File: config.mk
export PLATFORM = sky130hd
export DESIGN_NAME = gpio_port_core
export DESIGN_NICKNAME = d
export VERILOG_FILES = /design/src/rtl/gpio_pkg.sv /design/src/rtl/gpio_pin_sync.sv /design/src/rtl/gpio_irq_tracker.sv /design/src/rtl/gpio_pad_ctrl.sv /design/src/rtl/gpio_port_core.sv
export SDC_FILE = /design/constraint.sdc
export NUM_CORES = 1
export LEC_CHECK = 0
export BUFFER_PORTS_ARGS = -buffer_cell sky130_fd_sc_hd__buf_2
export CAP_MARGIN = 20
export CORE_MARGIN = 3
export CORE_UTILIZATION = 44
export CTS_CLUSTER_DIAMETER = 150
export DETAILED_ROUTE_END_ITERATION = 12
export PLACE_DENSITY = 0.76
export SETUP_SLACK_MARGIN = 0.15
export SLEW_MARGIN = 20
export SYNTH_ARGS = -nofsm -noshare
export SYNTH_HDL_FRONTEND = slang
export SYNTH_SLANG_ARGS = --single-unit
File: constraint.sdc
create_clock -name clk -period 1.5 [get_ports clk]
set_input_delay 0.075 -clock clk [delete_from_list [all_inputs] [get_ports clk]]
set_output_delay 0.075 -clock clk [all_outputs]
set_load 0.005 [all_outputs]
File: src/rtl/gpio_pkg.sv
package gpio_pkg;
    localparam int unsigned PORT_W = 8;
    localparam int unsigned ADDR_W = 3;

    typedef enum logic [ADDR_W-1:0] {
        A_INPUT = 3'd0,
        A_INV   = 3'd1,
        A_KEEP  = 3'd2,
        A_PSEL  = 3'd3,
        A_DIR   = 3'd4,
        A_OUT   = 3'd5,
        A_MASK  = 3'd6,
        A_STAT  = 3'd7
    } gpio_addr_e;
endpackage

File: src/rtl/gpio_pin_sync.sv
module gpio_pin_sync #(
    parameter int unsigned W      = 8,
    parameter int unsigned STAGES = 2
) (
    input  logic         clk,
    input  logic         rst_n,
    input  logic [W-1:0] async_i,
    output logic [W-1:0] sync_o
);
    logic [W-1:0] stage_q [STAGES];
    logic [W-1:0] stage_d [STAGES];

    always_comb begin
        stage_d[0] = async_i;
        for (int s = 1; s < STAGES; s++) stage_d[s] = stage_q[s-1];
    end

    generate
        for (genvar g = 0; g < STAGES; g++) begin : g_stage
            always_ff @(posedge clk or negedge rst_n) begin
                if (!rst_n) stage_q[g] <= '0;
                else        stage_q[g] <= stage_d[g];
            end
        end
    endgenerate

    assign sync_o = stage_q[STAGES-1];
endmodule

File: src/rtl/gpio_irq_tracker.sv
module gpio_irq_tracker #(
    parameter int unsigned W = 8
) (
    input  logic         clk,
    input  logic         rst_n,
    input  logic [W-1:0] level_i,
    input  logic [W-1:0] watch_i,
    input  logic         capture_i,
    output logic [W-1:0] pending_o
);
    typedef struct packed {
        logic [W-1:0] ref_lvl;
        logic [W-1:0] pend;
    } trk_t;

    trk_t t_d, t_q;

    always_comb begin
        t_d         = t_q;
        t_d.ref_lvl = capture_i ? level_i : t_q.ref_lvl;
        t_d.pend    = (level_i ^ t_d.ref_lvl) & watch_i;
    end

    always_ff @(posedge clk or negedge rst_n) begin
        if (!rst_n) t_q <= '0;
        else        t_q <= t_d;
    end

    assign pending_o = t_q.pend;


    clear_on_capture_chk: assert property (@(posedge clk) disable iff (!rst_n)
        capture_i |=> (pending_o == '0));
endmodule

File: src/rtl/gpio_pad_ctrl.sv
module gpio_pad_ctrl #(
    parameter int unsigned W = 8
) (
    input  logic [W-1:0] dir_i,
    input  logic [W-1:0] val_i,
    input  logic [W-1:0] keep_i,
    input  logic [W-1:0] psel_i,
    output logic [W-1:0] oe_o,
    output logic [W-1:0] out_o,
    output logic [W-1:0] hold_o,
    output logic [W-1:0] pen_o,
    output logic [W-1:0] pup_o
);
    generate
        for (genvar i = 0; i < W; i++) begin : g_pad
            always_comb begin
                oe_o[i]   = ~dir_i[i];
                out_o[i]  = val_i[i] & ~dir_i[i];
                hold_o[i] = keep_i[i];
                pen_o[i]  = ~keep_i[i];
                pup_o[i]  = psel_i[i] & ~keep_i[i];
            end
        end
    endgenerate
endmodule

File: src/rtl/gpio_port_core.sv
module gpio_port_core
    import gpio_pkg::*;
#(
    parameter int unsigned W = PORT_W
) (
    input  logic              clk,
    input  logic              rst_n,
    input  logic [ADDR_W-1:0] reg_addr,
    input  logic [W-1:0]      reg_wdata,
    input  logic              reg_wr,
    input  logic              reg_rd,
    output logic [W-1:0]      reg_rdata,
    input  logic [W-1:0]      pin_in,
    output logic [W-1:0]      pin_oe,
    output logic [W-1:0]      pin_out,
    output logic [W-1:0]      hold_en,
    output logic [W-1:0]      pull_en,
    output logic [W-1:0]      pull_up,
    output logic              int_n,
    output logic              int_oe
);
    localparam logic [W-1:0] DIR_RST  = '1;
    localparam logic [W-1:0] MASK_RST = '1;

    typedef struct packed {
        logic [W-1:0] inv;
        logic [W-1:0] keep;
        logic [W-1:0] psel;
        logic [W-1:0] dir;
        logic [W-1:0] val;
        logic [W-1:0] mask;
    } regs_t;

    localparam regs_t REGS_RST = '{inv: '0, keep: '0, psel: '0,
                                   dir: DIR_RST, val: '0, mask: MASK_RST};

    regs_t      r_d, r_q;
    gpio_addr_e addr;
    logic [W-1:0] lvl_sync;
    logic [W-1:0] pend;
    logic         capture;

    assign addr    = gpio_addr_e'(reg_addr);
    assign capture = reg_rd && (addr == A_INPUT || addr == A_STAT);

    always_comb begin
        r_d = r_q;
        if (reg_wr) begin
            case (addr)
                A_INV:   r_d.inv  = reg_wdata;
                A_KEEP:  r_d.keep = reg_wdata;
                A_PSEL:  r_d.psel = reg_wdata;
                A_DIR:   r_d.dir  = reg_wdata;
                A_OUT:   r_d.val  = reg_wdata;
                A_MASK:  r_d.mask = reg_wdata;
                default: ;
            endcase
        end
    end

    always_ff @(posedge clk or negedge rst_n) begin
        if (!rst_n) r_q <= REGS_RST;
        else        r_q <= r_d;
    end

    always_comb begin
        case (addr)
            A_INPUT: reg_rdata = lvl_sync ^ r_q.inv;
            A_INV:   reg_rdata = r_q.inv;
            A_KEEP:  reg_rdata = r_q.keep;
            A_PSEL:  reg_rdata = r_q.psel;
            A_DIR:   reg_rdata = r_q.dir;
            A_OUT:   reg_rdata = r_q.val;
            A_MASK:  reg_rdata = r_q.mask;
            default: reg_rdata = pend;
        endcase
    end

    gpio_pin_sync #(.W(W), .STAGES(2)) sync_i (
        .clk     (clk),
        .rst_n   (rst_n),
        .async_i (pin_in),
        .sync_o  (lvl_sync)
    );

    gpio_irq_tracker #(.W(W)) irq_i (
        .clk       (clk),
        .rst_n     (rst_n),
        .level_i   (lvl_sync),
        .watch_i   (r_q.dir & ~r_q.mask),
        .capture_i (capture),
        .pending_o (pend)
    );

    gpio_pad_ctrl #(.W(W)) pad_i (
        .dir_i  (r_q.dir),
        .val_i  (r_q.val),
        .keep_i (r_q.keep),
        .psel_i (r_q.psel),
        .oe_o   (pin_oe),
        .out_o  (pin_out),
        .hold_o (hold_en),
        .pen_o  (pull_en),
        .pup_o  (pull_up)
    );

    assign int_n  = ~(|pend);
    assign int_oe = |pend;


    keeper_pull_excl_chk: assert property (@(posedge clk) disable iff (!rst_n)
        (hold_en & pull_en) == '0);


    out_gated_chk: assert property (@(posedge clk) disable iff (!rst_n)
        (pin_out & ~pin_oe) == '0);


    masked_quiet_chk: assert property (@(posedge clk) disable iff (!rst_n)
        (r_q.mask == '1) |=> int_n);


    out_pin_quiet_chk: assert property (@(posedge clk) disable iff (!rst_n)
        (r_q.dir == '0) |=> (pend == '0));
endmodule

==> results.yml, run 1 <==
yosys:
  synth.ff_latch_count: 80
  synthesis.yosys.warnings: 0
  syn_area_per_cell_um2: 11.4
  synth_cells: 330
  yosys.area_share.simple_pct: 13.1
  synth.net_count: 353
  synth_fa_ha_area_share_pct: 0
  synthXorXnorAreaFrac_pct: 2.80
  post_synth_main_area_contributors: "dfrtp_1 (43%), dfstp_2 (11%), mux2_2 (10%)"
  synth_enable_flop_cells: 0
  multiplexer_area_fraction_after_synthesis_pct: 13.7
  synth.cell_area_um2: 3750
  post_synth_most_frequent_cells: "dfrtp_1 (64), mux2_2 (34), o21ai_0 (28)"
  synth.top_cell.area_share_pct: 42.7
  area_fraction_in_compound_gates_after_synthesis_pct: 11.3
  synth.largest_area_cell: "dfrtp_1"
  synthMostInstantiatedCell: "dfrtp_1"
  synth_sequential_area_ratio_pct: 53.9
  ys.flop_type: "dfrtp_1"
  largest_family_of_logic_cells_by_synthesized_area: "multiplexers"
  synth_async_sr_flop_share_pct: 100
  synth_cell_type_count: 45
sta:
  grt_setup_unrepaired: "true"
  slew-limit-headroom_pct: 42.8
  finalWorstSetupSlack_ps: -299
  final-setup-viol-count: 6
  final_max_slew_viol_count: 0
  fin_worst_skew_ps: 8.60
  max_freq_ghz: 0.556
  final_critical_delay_including_setup_and_external_delays_ps: 1800
  hold_viol: 0
  timing.hold.ws_ps: 16.5
  min_period_over_period_pct: 120
  tightest_slew_ps: 855
die:
  die_h_um: 98.3
  initial_core_util_pct: 45.4
  placementRows: 33
  core_area_um2: 8260
  pin_count: 73
  floorplan.die.width_um: 98.3
  die_area_um2: 9660
routing:
  dr.pass1.iters: 4
  initialDrtViolationCount: 169
  drc: 0
  detail_route.wirelength_um: 9580
  viasPerCell: 5.31
  detail-route-antenna-nets: 0
  wire_per_inst_um: 17.4
  dr_total_vias: 2923
grt:
  global_route_wire_length_before_repair_um: 15700
  grt_usage_pct: 20.6
  globalRoute.totalOverflow: 0
  first_global_vias: 3049
  grt_start_max_net_pins: 81
  antenna_found_initial: 0
setup_path:
  timing.critical_path.max_delay_family: "simple AND/OR/NAND/NOR gates"
  timing.critical_path.slowest_stage_cell: "or4b_1"
  r2r_start: "r_q[16]$_DFFE_PN1P_"
  setup.worst_path.start: "sync_i.sync_o[4]$_DFF_PN0_"
  cp.arrival_ps: 1720
  cp_required_ps: 1420
  setup.reg_to_reg.worst_slack_ps: 420
  worstPathCellList: "or4b_1 > o211ai_1 > a21oi_1 > o22ai_2 > buf_2"
  crit_path_max_incr_delay_ps: 500
  start_kind: "flip-flop"
  worstSetupPathType: "reg -> out"
  worst-path-max-fanout: 2
  worstSetupEndpointType: "primary output"
  critPathBufInv: 1
cts:
  tritoncts_num_sinks: 80
  path_clk_slew_ps: 80
  cts_buffer_depth: 2
  ctsRootBufferMaster: "clkbuf_8"
  clk_latency_ps: 360
  cts.htree.levels: 3
  tritoncts: "built"
  number_of_buffers_inserted_during_clock_tree_synthesis: 9
run_status:
  outcome: "finished with violations"
  violations: "setup timing"
hold_path:
  hold_path.class: "in -> reg"
  hold_start: "reg_wdata[2]"
placed_design:
  gp_congestion: 0.861
  dp.final_hpwl_um: 6690
  port_buffers: 72
final_layout:
  num-nets-final: 463
  antenna_cells_inserted: 0
  fin_util_pct: 58.4
  layout-area-overhead-vs-synth_pct: 28.7
  drive_above_1_share_pct: 44.3
pwr:
  power.ir.vdd_worst_uv: 503
  power_leakage_nw: 2.18
  p_per_area_nw_per_um2: 1260
flow_run:
  maxCapViolations: 0
## cells by family (layout without fill, tap and decap cells)
| kind of cell | Yosys count | in the layout |
|---|---|---|
| AO/OA/AOI/OAI | 67 | 67 |
| XOR/XNOR | 12 | 12 |
| buffers and inverters | 39 | 154 |
| flip-flops | 80 | 80 |
| multiplexers | 46 | 46 |
| AND/OR/NAND/NOR | 86 | 86 |
## cell usage in the layout, fill, tap and decap left out, types with 4 or more instances in the layout
cell type	n
a21oi_1	8
a22oi_1	4
buf_2	71
buf_4	34
clkbuf_8	11
dfrtp_1	64
dfstp_2	16
dlygate4sd3_1	14
inv_1	13
inv_2	4
mux2_1	8
mux2_2	33
mux2i_1	4
nand2_1	19
nor2_1	10
nor2_2	4
nor2b_1	20
nor4_1	8
o211ai_1	4
o21ai_0	19
o21ai_1	9
xnor2_1	10
## worst min-delay path, delay by kind of cell
kind	cells	cell delay (ps)
simple gates	1	60
compound gates	1	70
buf+inv	1	150
## area by class of cell
cell class / count / area [um^2]
Clock inverter: 5 / 55.1
Tap cell: 105 / 131
Timing Repair Buffer: 121 / 791
Sequential cell: 80 / 2020
Fill cell: 699 / 3430
Clock buffer: 11 / 151
Inverter: 17 / 63.8
Multi-Input combinational cell: 211 / 1610
## power by group
group	internal (mW)	switching, mW
sequential	2.61	0.326
combinational	0.830	0.698
clock	0.853	0.769
total	4.29	1.79
## repair_timing
item,CTS,global route
buffers inserted,9,1
resized for setup,22,6
pin swaps,24,7
endpoints found under the setup margin,10,10
hold buffers,14,0
endpoints found under the hold margin,77,0
## per-stage QoR
step	std cells	worst slack, ps	TNS, ps	total power [mW]	instance area [um^2]
5_1_grt	550	-369	-1540	6.42	4820
3_3_place_gp	510	23.1	0	4.25	4330
6_report	550	-299	-920	6.09	4820
2_1_floorplan	330	259	0	3.70	3750
3_5_place_dp	510	-65.2	-295	4.32	4330
4_1_cts	549	-364	-1060	6.07	4790
## sequential cells by signal (all words and copies together), names as in the netlist
name             flops
sync_i.stage_d       8
sync_i.sync_o        8
irq_i.t_q            8
irq_i.pending_o      8
r_q                 48
## worst paths after layout
check,to,cells past startpoint
hold / removal,r_q[18]$_DFFE_PN1P_,3
setup / recovery,reg_rdata[4],5
hold reg to reg,sync_i.sync_o[0]$_DFF_PN0_,0
max in group asynchronous,r_q[6]$_DFFE_PN1P_,3
setup reg to reg,irq_i.pending_o[0]$_DFF_PN0_,3
min in group asynchronous,sync_i.stage_d[1]$_DFF_PN0_,3
## per-layer routing
| layer | vias to the layer above | track usage (%) | routed length [um] |
|---|---|---|---|
| met3 | 14 | 4.57 | 605 |
| met5 | - | 0 | 0 |
| met4 | 0 | 7.56 | 135 |
| li1 | 1373 | - | - |
| met2 | 93 | 33.3 | 4730 |
| met1 | 1443 | 27.4 | 4110 |
No activity file was read; power rests on OpenSTA's default activity.
==> run 2: changes to the inputs <==
--- a/config.mk
+++ b/config.mk
@@ -7,8 +7,10 @@
 export LEC_CHECK = 0
 export BUFFER_PORTS_ARGS = -buffer_cell sky130_fd_sc_hd__buf_2
 export CAP_MARGIN = 20
+export CORE_ASPECT_RATIO = 0.9
 export CORE_MARGIN = 3
 export CORE_UTILIZATION = 44
+export CTS_BUF_LIST = sky130_fd_sc_hd__clkbuf_8
 export CTS_CLUSTER_DIAMETER = 150
 export DETAILED_ROUTE_END_ITERATION = 12
 export PLACE_DENSITY = 0.76
==> run 2 against run 1 <==
- the run still ends with setup timing left
- via count increased by 3.8%
- cell area up 3.5%
- fmax is 0.87% higher
- worst setup slack improved by 16 ps
- non-clock buffer count increased by 15
- critical endpoint is now reg_rdata[2]
- sequential power is essentially flat
- largest cell class unchanged
- sequential share of layout area down 1.4 points
- combinational power increased by 3%
==> results.yml, run 2 (synthesized netlist as in run 1, its figures left out) <==
sta:
  fin_worst_skew_ps: 7.65
  final_critical_delay_including_setup_and_external_delays_ps: 1780
  slew-limit-headroom_pct: 73.8
  finalWorstSetupSlack_ps: -284
  hold_viol: 0
  final-setup-viol-count: 7
  final_max_slew_viol_count: 0
  tightest_slew_ps: 389
  timing.hold.ws_ps: 16.2
  grt_setup_unrepaired: "true"
  max_freq_ghz: 0.561
  min_period_over_period_pct: 119
grt:
  globalRoute.totalOverflow: 0
  grt_usage_pct: 21.7
  grt_start_max_net_pins: 36
  first_global_vias: 3044
  global_route_wire_length_before_repair_um: 15800
  antenna_found_initial: 0
cts:
  tritoncts_num_sinks: 80
  number_of_buffers_inserted_during_clock_tree_synthesis: 9
  clk_latency_ps: 360
  cts_buffer_depth: 2
  path_clk_slew_ps: 70
  ctsRootBufferMaster: "clkbuf_8"
  tritoncts: "built"
  cts.htree.levels: 3
routing:
  detail-route-antenna-nets: 0
  detail_route.wirelength_um: 9980
  dr_total_vias: 3034
  initialDrtViolationCount: 249
  dr.pass1.iters: 5
  wire_per_inst_um: 17.3
  viasPerCell: 5.28
  drc: 0
setup_path:
  start_kind: "flip-flop"
  crit_path_end: "reg_rdata[2]"
  worstSetupEndpointType: "primary output"
  worstPathCellList: "or4b_1 > o211ai_1 > a21oi_1 > o22ai_1 > buf_2"
  crit_path_max_incr_delay_ps: 490
  worstSetupPathType: "reg -> out"
  setup.reg_to_reg.worst_slack_ps: 380
  cp.arrival_ps: 1710
  worstRegToRegCells: 3
  setup.worst_path.start: "sync_i.sync_o[2]$_DFF_PN0_"
  worst-path-max-fanout: 2
  r2r_start: "r_q[16]$_DFFE_PN1P_"
  reg2reg_to: "irq_i.pending_o[0]$_DFF_PN0_"
  timing.critical_path.slowest_stage_cell: "or4b_1"
  cp_required_ps: 1420
placed_design:
  gp_congestion: 0.948
  port_buffers: 72
  dp.final_hpwl_um: 7000
final_layout:
  layout_common_cells: "buf_2 (70), dfrtp_1 (63), buf_4 (48), mux2_2 (33)"
  final.fill_count: 653
  largest_register_ff_count: 48
  top_reg_by_flops: "r_q"
  drive_above_1_share_pct: 46.1
  fin_util_pct: 61.0
  regArea_um2: 2020
  num-nets-final: 478
  layout-area-overhead-vs-synth_pct: 33.2
  most_common_library_cell_in_the_layout_ignoring_fill_and_taps: "buf_2"
  antenna_cells_inserted: 0
  multi_input_area_um2: 1630
pwr:
  seq_power_share_pct: 46.8
  power.net_switching_mw: 1.85
  power_report.internal_total_mw: 4.44
  power.switching_fraction_pct: 29.4
  p_per_area_nw_per_um2: 1260
  combinational_share_of_power_pct: 25.2
  power.ir.vdd_worst_uv: 606
  clock_power_share_pct: 28.0
  power_leakage_nw: 2.26
die:
  die_h_um: 93.6
  initial_core_util_pct: 45.8
  pin_count: 73
  die_area_um2: 9660
  placementRows: 31
  core_area_um2: 8180
  floorplan.die.width_um: 103
flow_run:
  maxCapViolations: 0
run_status:
  violations: "setup timing"
  outcome: "finished with violations"
hold_path:
  hold_path.class: "in -> reg"
  hold_start: "reg_wdata[2]"
[run 2: cell types whose count changed in the layout (fill, tap and decap cells not counted), sizes merged]
cell | before | now
buf | 107 | 120
dlygate4sd3 | 14 | 16
clkinv | 2 | 1
bufinv | 1 | 2
inv | 17 | 18
clkbuf | 11 | 10
[run 2: metal layers]
layer  up-vias  part of all wire [%]  track usage [%]  wire, um
met5         -                     0                0         0
met4         0                   1.7             6.80       172
met3        20                   6.7             5.97       666
met2       132                    46             32.6      4610
met1      1480                    45             30.3      4530
li1       1402                     -                -         -
[run 2: worst min path at each step]
stage | to | slack, ps | depth (start not counted)
floorplan | irq_i.pending_o[0]$_DFF_PN0_ | -220 | 0
global placement | sync_i.stage_d[2]$_DFF_PN0_ | 20 | 1
detailed placement | sync_i.stage_d[2]$_DFF_PN0_ | 30 | 1
CTS | r_q[18]$_DFFE_PN1P_ | 10 | 3
global route | r_q[18]$_DFFE_PN1P_ | 40 | 3
finish | r_q[18]$_DFFE_PN1P_ | 20 | 3
[run 2: layout make-up]
type                    instances  area share [%]
repair buffers                136            18.2
clock buffers                  10            2.76
inverters                      17            1.28
well taps                     115            2.88
flip-flops and latches         80            40.5
multi-input cells             211            32.6
clock inverters                 6            1.68
[run 2: what timing repair did]
| action | CTS | global route |
|---|---|---|
| hold buffers | 16 | 0 |
| setup endpoints to repair | 10 | 10 |
| pin swaps | 17 | 10 |
| setup buffers | 10 | 4 |
| resized for setup | 23 | 9 |
| endpoints found under the hold margin | 53 | 0 |
[run 2: power by group through the flow]
stage | combinational [mW] | clock [mW] | sequential (mW)
detailed placement | 1.37 | 0 | 2.97
finish | 1.58 | 1.76 | 2.94
floorplan | 0.846 | 0 | 2.85
global placement | 1.33 | 0 | 2.94
CTS | 1.53 | 1.79 | 2.92
global route | 1.75 | 1.88 | 2.99
[run 2: worst max-delay path: cells and delay by family, from the launching register on]
kind,cells,cell delay (ps)
simple gates,1,490
buf+inv,1,140
flops,1,390
compound gates,3,350
[run 2: stage by stage]
stage | instance area [um^2] | instances | total power, mW | TNS [ps] | worst slack [ps]
after global routing | 4990 | 575 | 6.62 | -1590 | -357
after detailed placement | 4410 | 529 | 4.34 | -6.67 | -6.67
after floorplan | 3750 | 330 | 3.70 | 0 | 259
after global placement | 4410 | 529 | 4.27 | 0 | 23.1
after CTS | 4920 | 571 | 6.24 | -1080 | -321
final | 4990 | 575 | 6.29 | -1030 | -284
